`src/rtl/dualcmp_pkg.sv`:
```
package dualcmp_pkg;

  typedef enum logic [1:0] {
    PWR_RUN  = 2'd0,
    PWR_IDLE = 2'd1,
    PWR_DOWN = 2'd2,
    PWR_OFF  = 2'd3
  } pwr_mode_e;

  // configuration / readback bit positions
  localparam int CFG_EN   = 0;
  localparam int CFG_REF  = 1;
  localparam int CFG_IE   = 2;
  localparam int CFG_OE   = 3;
  localparam int CFG_FLAG = 4;
  localparam int CFG_OUT  = 5;

  localparam int WR_W = CFG_FLAG + 1;
  localparam int RD_W = CFG_OUT + 1;

  typedef struct packed {
    logic oe;
    logic ie;
    logic refsel;
    logic en;
  } cfg_t;

endpackage

```
`src/rtl/dualcmp_sync.sv`:
```
module dualcmp_sync #(
  parameter int STAGES = 2
) (
  input  logic clk_i,
  input  logic rst_i,
  input  logic clr_i,
  input  logic d_i,
  output logic q_o
);

  logic [STAGES-1:0] shreg_q;

  always_ff @(posedge clk_i) begin
    if (rst_i || clr_i) shreg_q <= '0;
    else                shreg_q <= {shreg_q[STAGES-2:0], d_i};
  end

  assign q_o = shreg_q[STAGES-1];

endmodule

```
`src/rtl/dualcmp_settle.sv`:
```
module dualcmp_settle #(
  parameter int unsigned CYCLES = 2500
) (
  input  logic clk_i,
  input  logic rst_i,
  input  logic en_i,
  output logic busy_o,
  output logic run_o
);

  localparam int CNT_W = $clog2(CYCLES + 1);

  logic             en_d_q;
  logic [CNT_W-1:0] cnt_q;
  logic             rise;

  assign rise = en_i & ~en_d_q;

  always_ff @(posedge clk_i) begin
    if (rst_i) begin
      en_d_q <= 1'b0;
      cnt_q  <= '0;
    end else begin
      en_d_q <= en_i;
      if (!en_i)            cnt_q <= '0;
      else if (rise)        cnt_q <= CNT_W'(CYCLES);
      else if (cnt_q != '0) cnt_q <= cnt_q - 1'b1;
    end
  end

  assign run_o  = (cnt_q != '0);
  assign busy_o = rise | run_o;

endmodule

```
`src/rtl/dualcmp_chan.sv`:
```
module dualcmp_chan #(
  parameter int          SYNC_STAGES = 2,
  parameter int unsigned SETTLE_CYC  = 2500
) (
  input  logic clk_i,
  input  logic rst_i,
  input  logic en_i,
  input  logic raw_i,
  input  logic clr_i,
  output logic out_o,
  output logic flag_o,
  output logic busy_o,
  output logic run_o
);

  logic sync_q;
  logic prev_q;
  logic flag_q;
  logic chg;

  dualcmp_sync #(.STAGES(SYNC_STAGES)) sync_i (
    .clk_i (clk_i),
    .rst_i (rst_i),
    .clr_i (~en_i),
    .d_i   (raw_i),
    .q_o   (sync_q)
  );

  dualcmp_settle #(.CYCLES(SETTLE_CYC)) settle_i (
    .clk_i  (clk_i),
    .rst_i  (rst_i),
    .en_i   (en_i),
    .busy_o (busy_o),
    .run_o  (run_o)
  );

  assign chg = en_i & ~busy_o & (sync_q ^ prev_q);

  always_ff @(posedge clk_i) begin
    if (rst_i) begin
      prev_q <= 1'b0;
      flag_q <= 1'b0;
    end else begin
      prev_q <= sync_q;
      if (busy_o)     flag_q <= 1'b0;
      else if (chg)   flag_q <= 1'b1;
      else if (clr_i) flag_q <= 1'b0;
    end
  end

  assign out_o  = sync_q;
  assign flag_o = flag_q;

endmodule

```
`src/rtl/dualcmp_irq_ctrl.sv`:
```
module dualcmp_irq_ctrl
  import dualcmp_pkg::*;
#(
  parameter int          NUM_CMP     = 2,
  parameter int          SEL_W       = (NUM_CMP > 1) ? $clog2(NUM_CMP) : 1,
  parameter int          SYNC_STAGES = 2,
  parameter int unsigned CLK_FREQ_HZ = 250_000_000,
  parameter int unsigned SETTLE_NS   = 10_000
) (
  input  logic               clk_i,
  input  logic               rst_i,
  input  logic [1:0]         pwr_mode_i,
  input  logic [NUM_CMP-1:0] cmp_raw_i,
  input  logic               wr_en_i,
  input  logic [SEL_W-1:0]   wr_sel_i,
  input  logic [4:0]         wr_data_i,
  input  logic [SEL_W-1:0]   rd_sel_i,
  output logic [5:0]         rd_data_o,
  output logic [NUM_CMP-1:0] cmp_en_o,
  output logic [NUM_CMP-1:0] refsel_o,
  output logic               cmp_pin_o,
  output logic               irq_o
);

  localparam int unsigned CYC_PER_US = CLK_FREQ_HZ / 1_000_000;
  localparam int unsigned SETTLE_CYC = (CYC_PER_US * SETTLE_NS) / 1000;

  cfg_t [NUM_CMP-1:0] cfg_q;
  logic [NUM_CMP-1:0] en_eff;
  logic [NUM_CMP-1:0] clr_w;
  logic [NUM_CMP-1:0] out_w;
  logic [NUM_CMP-1:0] flag_w;
  logic [NUM_CMP-1:0] busy_w;
  logic [NUM_CMP-1:0] run_w;
  logic [NUM_CMP-1:0] ie_w;
  logic               all_off;
  logic               oe0;

  assign all_off = (pwr_mode_e'(pwr_mode_i) == PWR_OFF);
  assign oe0     = cfg_q[0].oe;

  for (genvar i = 0; i < NUM_CMP; i++) begin : g_ch
    logic wr_hit;
    assign wr_hit    = wr_en_i && (int'(wr_sel_i) == i);
    assign clr_w[i]  = wr_hit && !wr_data_i[CFG_FLAG];
    assign en_eff[i] = cfg_q[i].en & ~all_off;
    assign ie_w[i]   = cfg_q[i].ie;

    always_ff @(posedge clk_i) begin
      if (rst_i) begin
        cfg_q[i] <= '0;
      end else if (wr_hit) begin
        cfg_q[i].en     <= wr_data_i[CFG_EN];
        cfg_q[i].refsel <= wr_data_i[CFG_REF];
        cfg_q[i].ie     <= wr_data_i[CFG_IE];
        cfg_q[i].oe     <= wr_data_i[CFG_OE];
      end
    end

    dualcmp_chan #(
      .SYNC_STAGES (SYNC_STAGES),
      .SETTLE_CYC  (SETTLE_CYC)
    ) chan_i (
      .clk_i  (clk_i),
      .rst_i  (rst_i),
      .en_i   (en_eff[i]),
      .raw_i  (cmp_raw_i[i]),
      .clr_i  (clr_w[i]),
      .out_o  (out_w[i]),
      .flag_o (flag_w[i]),
      .busy_o (busy_w[i]),
      .run_o  (run_w[i])
    );

    always_ff @(posedge clk_i) begin
      if (rst_i) begin
        cmp_en_o[i] <= 1'b0;
        refsel_o[i] <= 1'b0;
      end else begin
        cmp_en_o[i] <= en_eff[i];
        refsel_o[i] <= cfg_q[i].refsel;
      end
    end
  end

  always_ff @(posedge clk_i) begin
    if (rst_i) begin
      irq_o     <= 1'b0;
      cmp_pin_o <= 1'b0;
      rd_data_o <= '0;
    end else begin
      irq_o     <= |(flag_w & ie_w);
      cmp_pin_o <= oe0 & en_eff[0] & out_w[0];
      if (int'(rd_sel_i) < NUM_CMP)
        rd_data_o <= {out_w[rd_sel_i], flag_w[rd_sel_i], cfg_q[rd_sel_i].oe,
                      cfg_q[rd_sel_i].ie, cfg_q[rd_sel_i].refsel, cfg_q[rd_sel_i].en};
      else
        rd_data_o <= '0;
    end
  end

endmodule

```
`config.mk`:
```
export PLATFORM = sky130hd
export DESIGN_NAME = dualcmp_irq_ctrl
export DESIGN_NICKNAME = d
export VERILOG_FILES = /design/src/rtl/dualcmp_pkg.sv /design/src/rtl/dualcmp_sync.sv /design/src/rtl/dualcmp_settle.sv /design/src/rtl/dualcmp_chan.sv /design/src/rtl/dualcmp_irq_ctrl.sv
export SDC_FILE = /design/constraint.sdc
export NUM_CORES = 1
export LEC_CHECK = 0
export BUFFER_PORTS_ARGS = -buffer_cell sky130_fd_sc_hd__buf_4
export CAP_MARGIN = 20
export CORE_MARGIN = 2
export CORE_UTILIZATION = 35
export CTS_BUF_LIST = sky130_fd_sc_hd__clkbuf_16
export CTS_CLUSTER_DIAMETER = 50
export DETAILED_ROUTE_END_ITERATION = 8
export GPL_ROUTABILITY_DRIVEN = 0
export GPL_TIMING_DRIVEN = 0
export SLEW_MARGIN = 20
export SYNTH_ARGS = -nofsm -noshare
export SYNTH_HDL_FRONTEND = slang
export SYNTH_SLANG_ARGS = --single-unit
```
`constraint.sdc`:
```
create_clock -name clk_i -period 2.2 [get_ports clk_i]
set_input_delay 0.11 -clock clk_i [delete_from_list [all_inputs] [get_ports clk_i]]
set_output_delay 0.11 -clock clk_i [all_outputs]
set_load 0.01 [all_outputs]
```
# After elaboration in Yosys (flattened, before gate mapping)
# Index checks and enable logic that the tools add are counted.
dict set report word_totals {
  register_bits 52
  latchBits 0
  ramBits 0
  rom_bits 0
  inputBits 14
  out_inout_bits 12
  elab_cells 86
  memories 0
}
dict set report op_classes {
  addsub 2
  multipliers 0
  div 0
  n_lt_le_gt_ge 1
  eq_ne 1
  shifts 0
  n_mux 14
  bitwise_logic 23
  n_reduce_logical 20
}
# op n
set op_table {}
lappend op_table {{two-way mux 12 bit} 4}
lappend op_table {{nonzero test 12 bit} 2}
lappend op_table {{subtractor 12 x 1 -> 12 bit (second input constant)} 2}
lappend op_table {{AND 1 bit} 10}
lappend op_table {{OR reduction 2 bit} 5}
lappend op_table {{two-way mux 1 bit} 8}
lappend op_table {{two-way mux 4 bit} 2}
lappend op_table {{NOT 1 bit} 8}
lappend op_table {{nonzero test 2 bit} 4}
lappend op_table {{OR reduction 3 bit} 2}
lappend op_table {{logical AND 1 bit} 4}
lappend op_table {{AND 2 bit} 1}
lappend op_table {{equality test 2 bit (second input constant)} 1}
lappend op_table {{logical OR 1 bit} 2}
lappend op_table {{< comparator 1 x 2 -> 1 bit (second input constant)} 1}
lappend op_table {{bitwise OR 1 bit} 2}
lappend op_table {{XOR 1 bit} 2}
lappend op_table {{zero test 1 bit} 1}

# Logic depth before layout (Yosys ltp)
dict set report logic_depth {
  word_depth 9
  depth_mapped 6
}

# Modules after synthesis
# Synthesis repeated with hierarchy kept, for this count alone.
dict set report unflattened {
  hier_cells 237
  area_unflattened_um2 2317.2
}
# mod instances cells_per_inst area_each_um2 seq_area_each_um2
set modules_own_cells {}
lappend modules_own_cells {dualcmp_settle 2 73 648.1 260.2}
lappend modules_own_cells {dualcmp_irq_ctrl 1 69 755.7 400.4}
lappend modules_own_cells {dualcmp_chan 2 7 77.6 40.0}
lappend modules_own_cells {dualcmp_sync 2 4 55.1 40.0}

# Least setup slack after synthesis
# Ideal clock, no wire load.
dict set report synth_path {
  path_type {register to register}
  start {register g_ch[0].chan_i.settle_i.cnt_q[0]}
  end {register g_ch[0].chan_i.settle_i.cnt_q[6]}
  t_arrival_ns 1.594
  slack_ns 0.486
  stages_incl_launch_ff 7
  n_path_buf 0
  period_less_slack_ns 1.714
  path_cell_list {dfxtp_1 inv_1 ha_1 or3b_2 a31oi_2 a21boi_0 o31a_1}
}
dict set report synth_via {
  elab_chain_len 3
  elab_cells_between_ends 5
  cone_classes {add/sub (1); mux (2); reduce/logical (2)}
}
# item line
set synth_rtl {}
lappend synth_rtl {{from (decl)} dualcmp_settle.sv:14} ;# logic [CNT_W-1:0] cnt_q;
lappend synth_rtl {{from (signal assigned)} dualcmp_settle.sv:26} ;# else if (rise) cnt_q <= CNT_W'(CYCLES);
lappend synth_rtl {{from (signal assigned)} dualcmp_settle.sv:27} ;# else if (cnt_q != '0) cnt_q <= cnt_q - 1'b1;
lappend synth_rtl {{subtractor 12 x 1 -> 12 bit} dualcmp_settle.sv:27}
lappend synth_rtl {{two-way mux 12 bit} dualcmp_settle.sv:27}
lappend synth_rtl {{two-way mux 12 bit} dualcmp_settle.sv:26}
# Parallel ways exist; a longest one is shown, timed or not. The select of a mux whose other input is x is not followed.
# A chain may end at the register's enable or synchronous reset.

# Worst setup path in the final report
# Same ends and word-level chain as after synthesis.

==> flow_summary.toml <==
[clock_tree]
cts_resized = 0
cts_buffers = 5
clk_path_buf_depth = 2
root_buffer = "clkbuf_16"
htreeDepth = 2
hold_buffers = 0
post-cts-setup-buffers = 0
clock_latency_ns = 0.29
cts_tree = "done"
clock-sinks = 52
path_clk_slew_ns = 0.07

[pwr]
ir_drop_uv = 347
power_density_mw_per_mm2 = 712
p_leak_nw = 1.13

[final_layout]
diodes = 0
layout-drive-gt1-share_pct = 19.6
regArea_mm2 = 0.00104
layout.nets = 286
multi_input_area_mm2 = 0.00116
utilization_pct = 43.0
nFillCells = 641
fin_cells = 347
area_growth_pct = 19.6

[logic_synthesis]
avgSynthCellArea_um2 = 9.53
synth_area_leaders = "dfxtp_1 (46%), mux2i_1 (5.7%), nor2_1 (4.6%), xnor2_1 (3.5%), nand2_1 (2.5%)"
synth-main-ff-cell = "dfxtp_1"
ys_seq_elements = 52
yosysSeqAreaShare_pct = 45.9
yosys.area.top_type_share_pct = 45.9
yosysTopAreaCell = "dfxtp_1"
synthCells = 238
async_flop_share_pct = 0
synth_edf_count = 0
yosysUniqueCellTypes = 49
syn-num-nets = 255
syn-cell-area_mm2 = 0.00227
yosysWarnings = 0

[critical_path]
r2r_end = "g_ch[0].chan_i.settle_i.cnt_q[6]$_SDFFE_PP0P_"
r2r_start = "g_ch[0].chan_i.settle_i.cnt_q[0]$_SDFFE_PP0P_"
cp-start-kind = "register"
critPathKind = "reg -> reg"
worst-endpoint-arrival_ns = 2.09
r2r_cells = 6
crit_path_end_kind = "register"
worst-r2r-setup-slack_ns = 0.29
crit_path_max_fanout = 4
cp.required_ns = 2.38

[sta]
tightest_slew_ns = 0.704
hold-worst-slack_ns = 0.0260
fin_ws_ns = 0.288
rsz0062_at_grt = "no"
period_needed_ns = 1.91
drv_slew = 0
fin_skew_ns = 0.00377
post-route-period-util_pct = 86.9
fmax_mhz = 523
hold_viol = 0
tns_ns = 0
setup_viol_count_final = 0
worst_slew_margin_rel_pct = 52.7

[grt]
antenna_found_initial = 0
grt_pass1_vias = 1600
grt_overflow_total = 0
grtUsageTotal_pct = 13.0
grt_pass1_wl_mm = 7.47
grt_max_degree = 17

[routing]
vias = 1770
drc = 0
wl_per_cell_um = 13.1
ant_nets = 0
first_pass_iters = 4
totalWireLength_mm = 4.56
via_per_inst = 5.10
drtIter0Drc = 57

[flow_run]
drv_cap = 0

[die]
die_y_um = 84.5
io_pins = 26
dieArea_mm2 = 0.00714
start_util_pct = 35.9
die_w_um = 84.5
rows = 29
core_area_mm2 = 0.00631

[hold_path]
hp-start = "cmp_raw_i[0]"
hold_path.class = "in -> reg"
holdPathEnd = "g_ch[0].chan_i.sync_i.shreg_q[0]$_SDFF_PP0_"
min_path_cells = 2

[placement]
dp_cells = 339
dp_hpwl_mm = 3.36
port_buffers = 24
pre_cts_ws_ns = 0.301

[run_status]
outcome = "finished clean"
flip-flops by register name, indices dropped and copies added (netlist names):
signal,cells
cmp_pin_o,1
cfg_q,7
refsel_o,2
g_ch.chan_i.sync_i.shreg_q,4
g_ch.chan_i.settle_i.en_d_q,2
g_ch.chan_i.prev_q,2
rd_data_o,6
g_ch.chan_i.settle_i.cnt_q,24
irq_o,1
g_ch.chan_i.flag_o,2
oe0,1
logic make-up after synthesis:
logic type      share of synthesized area [%]
xor+xnor                                 4.25
fa+ha+maj                                1.65
buf+inv                                  2.98
flops                                    45.9
simple gates                             28.4
compound gates                           11.1
mux                                      5.74
worst max-delay path, stage by stage (launching register included):
cell and delay (ns):
dfxtp_1 0.34, inv_1 0.09, ha_1 0.22, or3b_2 0.48, a31oi_2 0.29, a21boi_0 0.14, o31a_1 0.24
synth_stat cells, types with 2 or more instances:
library cell / instances
mux2i_1: 13
nand2b_1: 3
a31oi_1: 4
clkbuf_1: 4
and2_1: 2
nor4_1: 2
nor2_1: 28
dfxtp_1: 52
or4_4: 3
nand4_1: 4
and4_1: 2
a211o_1: 4
buf_4: 2
a211oi_1: 2
inv_1: 10
nand2_1: 15
or3b_2: 2
nor2b_1: 7
a22oi_1: 2
o31ai_1: 2
a21boi_0: 2
a21oi_1: 10
nor3_2: 4
and3_1: 5
xor2_1: 2
ha_1: 3
nand3_1: 9
or3_1: 5
xnor2_1: 9
nor3_1: 7
placed cells by master, fill, tap and decap left out, drive strengths merged, types with 5 or more instances in the layout:
cell type and instances:
a21oi 10, a31oi 5, and3 5, buf 26, clkbuf 9, dfxtp 52
inv 10, mux2i 13, nand2 15, nand3 9, nand4 5, nor2 28
nor2b 7, nor3 11, or3 5, xnor2 9
report_power, final:
part	switching, W	internal, W	total (W)	leakage [nW]
Clock	0.000341	0.000535	0.000875	0.0798
Sequential	0.00000820	0.000953	0.000962	0.420
Combinational	0.0000497	0.0000452	0.0000949	0.634
Total	0.000398	0.00153	0.00193	1.13
area by class of cell:
cell class,count,area share (%)
flip-flops and latches,52,38.4
inverters,10,1.38
multi-input cells,170,42.8
well taps,77,3.55
clock buffers,5,4.61
clock inverters,3,1.57
repair buffers,24,6.64
plain buffers,6,1.11
how the worst max path moves through the flow:
stage                                                       start                                            end  slack [ns]  depth (start not counted)
CTS                 g_ch[0].chan_i.settle_i.cnt_q[0]$_SDFFE_PP0P_  g_ch[0].chan_i.settle_i.cnt_q[6]$_SDFFE_PP0P_        0.29                          6
detailed placement  g_ch[0].chan_i.settle_i.cnt_q[0]$_SDFFE_PP0P_  g_ch[0].chan_i.settle_i.cnt_q[6]$_SDFFE_PP0P_        0.30                          6
floorplan           g_ch[0].chan_i.settle_i.cnt_q[0]$_SDFFE_PP0P_  g_ch[0].chan_i.settle_i.cnt_q[6]$_SDFFE_PP0P_        0.49                          6
global placement    g_ch[0].chan_i.settle_i.cnt_q[0]$_SDFFE_PP0P_  g_ch[0].chan_i.settle_i.cnt_q[6]$_SDFFE_PP0P_        0.31                          6
global route        g_ch[0].chan_i.settle_i.cnt_q[0]$_SDFFE_PP0P_  g_ch[0].chan_i.settle_i.cnt_q[6]$_SDFFE_PP0P_        0.17                          6
finish              g_ch[0].chan_i.settle_i.cnt_q[0]$_SDFFE_PP0P_  g_ch[0].chan_i.settle_i.cnt_q[6]$_SDFFE_PP0P_        0.29                          6
per-layer routing:
metal	vias up	wire [µm]	global-route usage, %
met5	-	0	0
met4	0	99	5.92
met3	11	157	3.05
met2	32	1960	18.5
met1	818	2350	18.5
li1	909	-	-
per-stage QoR:
stage	cell area, µm²	power [W]
after floorplan	2270	0.00103
after global placement	2540	0.00108
after detailed placement	2540	0.00108
after CTS	2710	0.00195
after global routing	2710	0.00199
final	2710	0.00193
(Power assumes the default switching activity.)
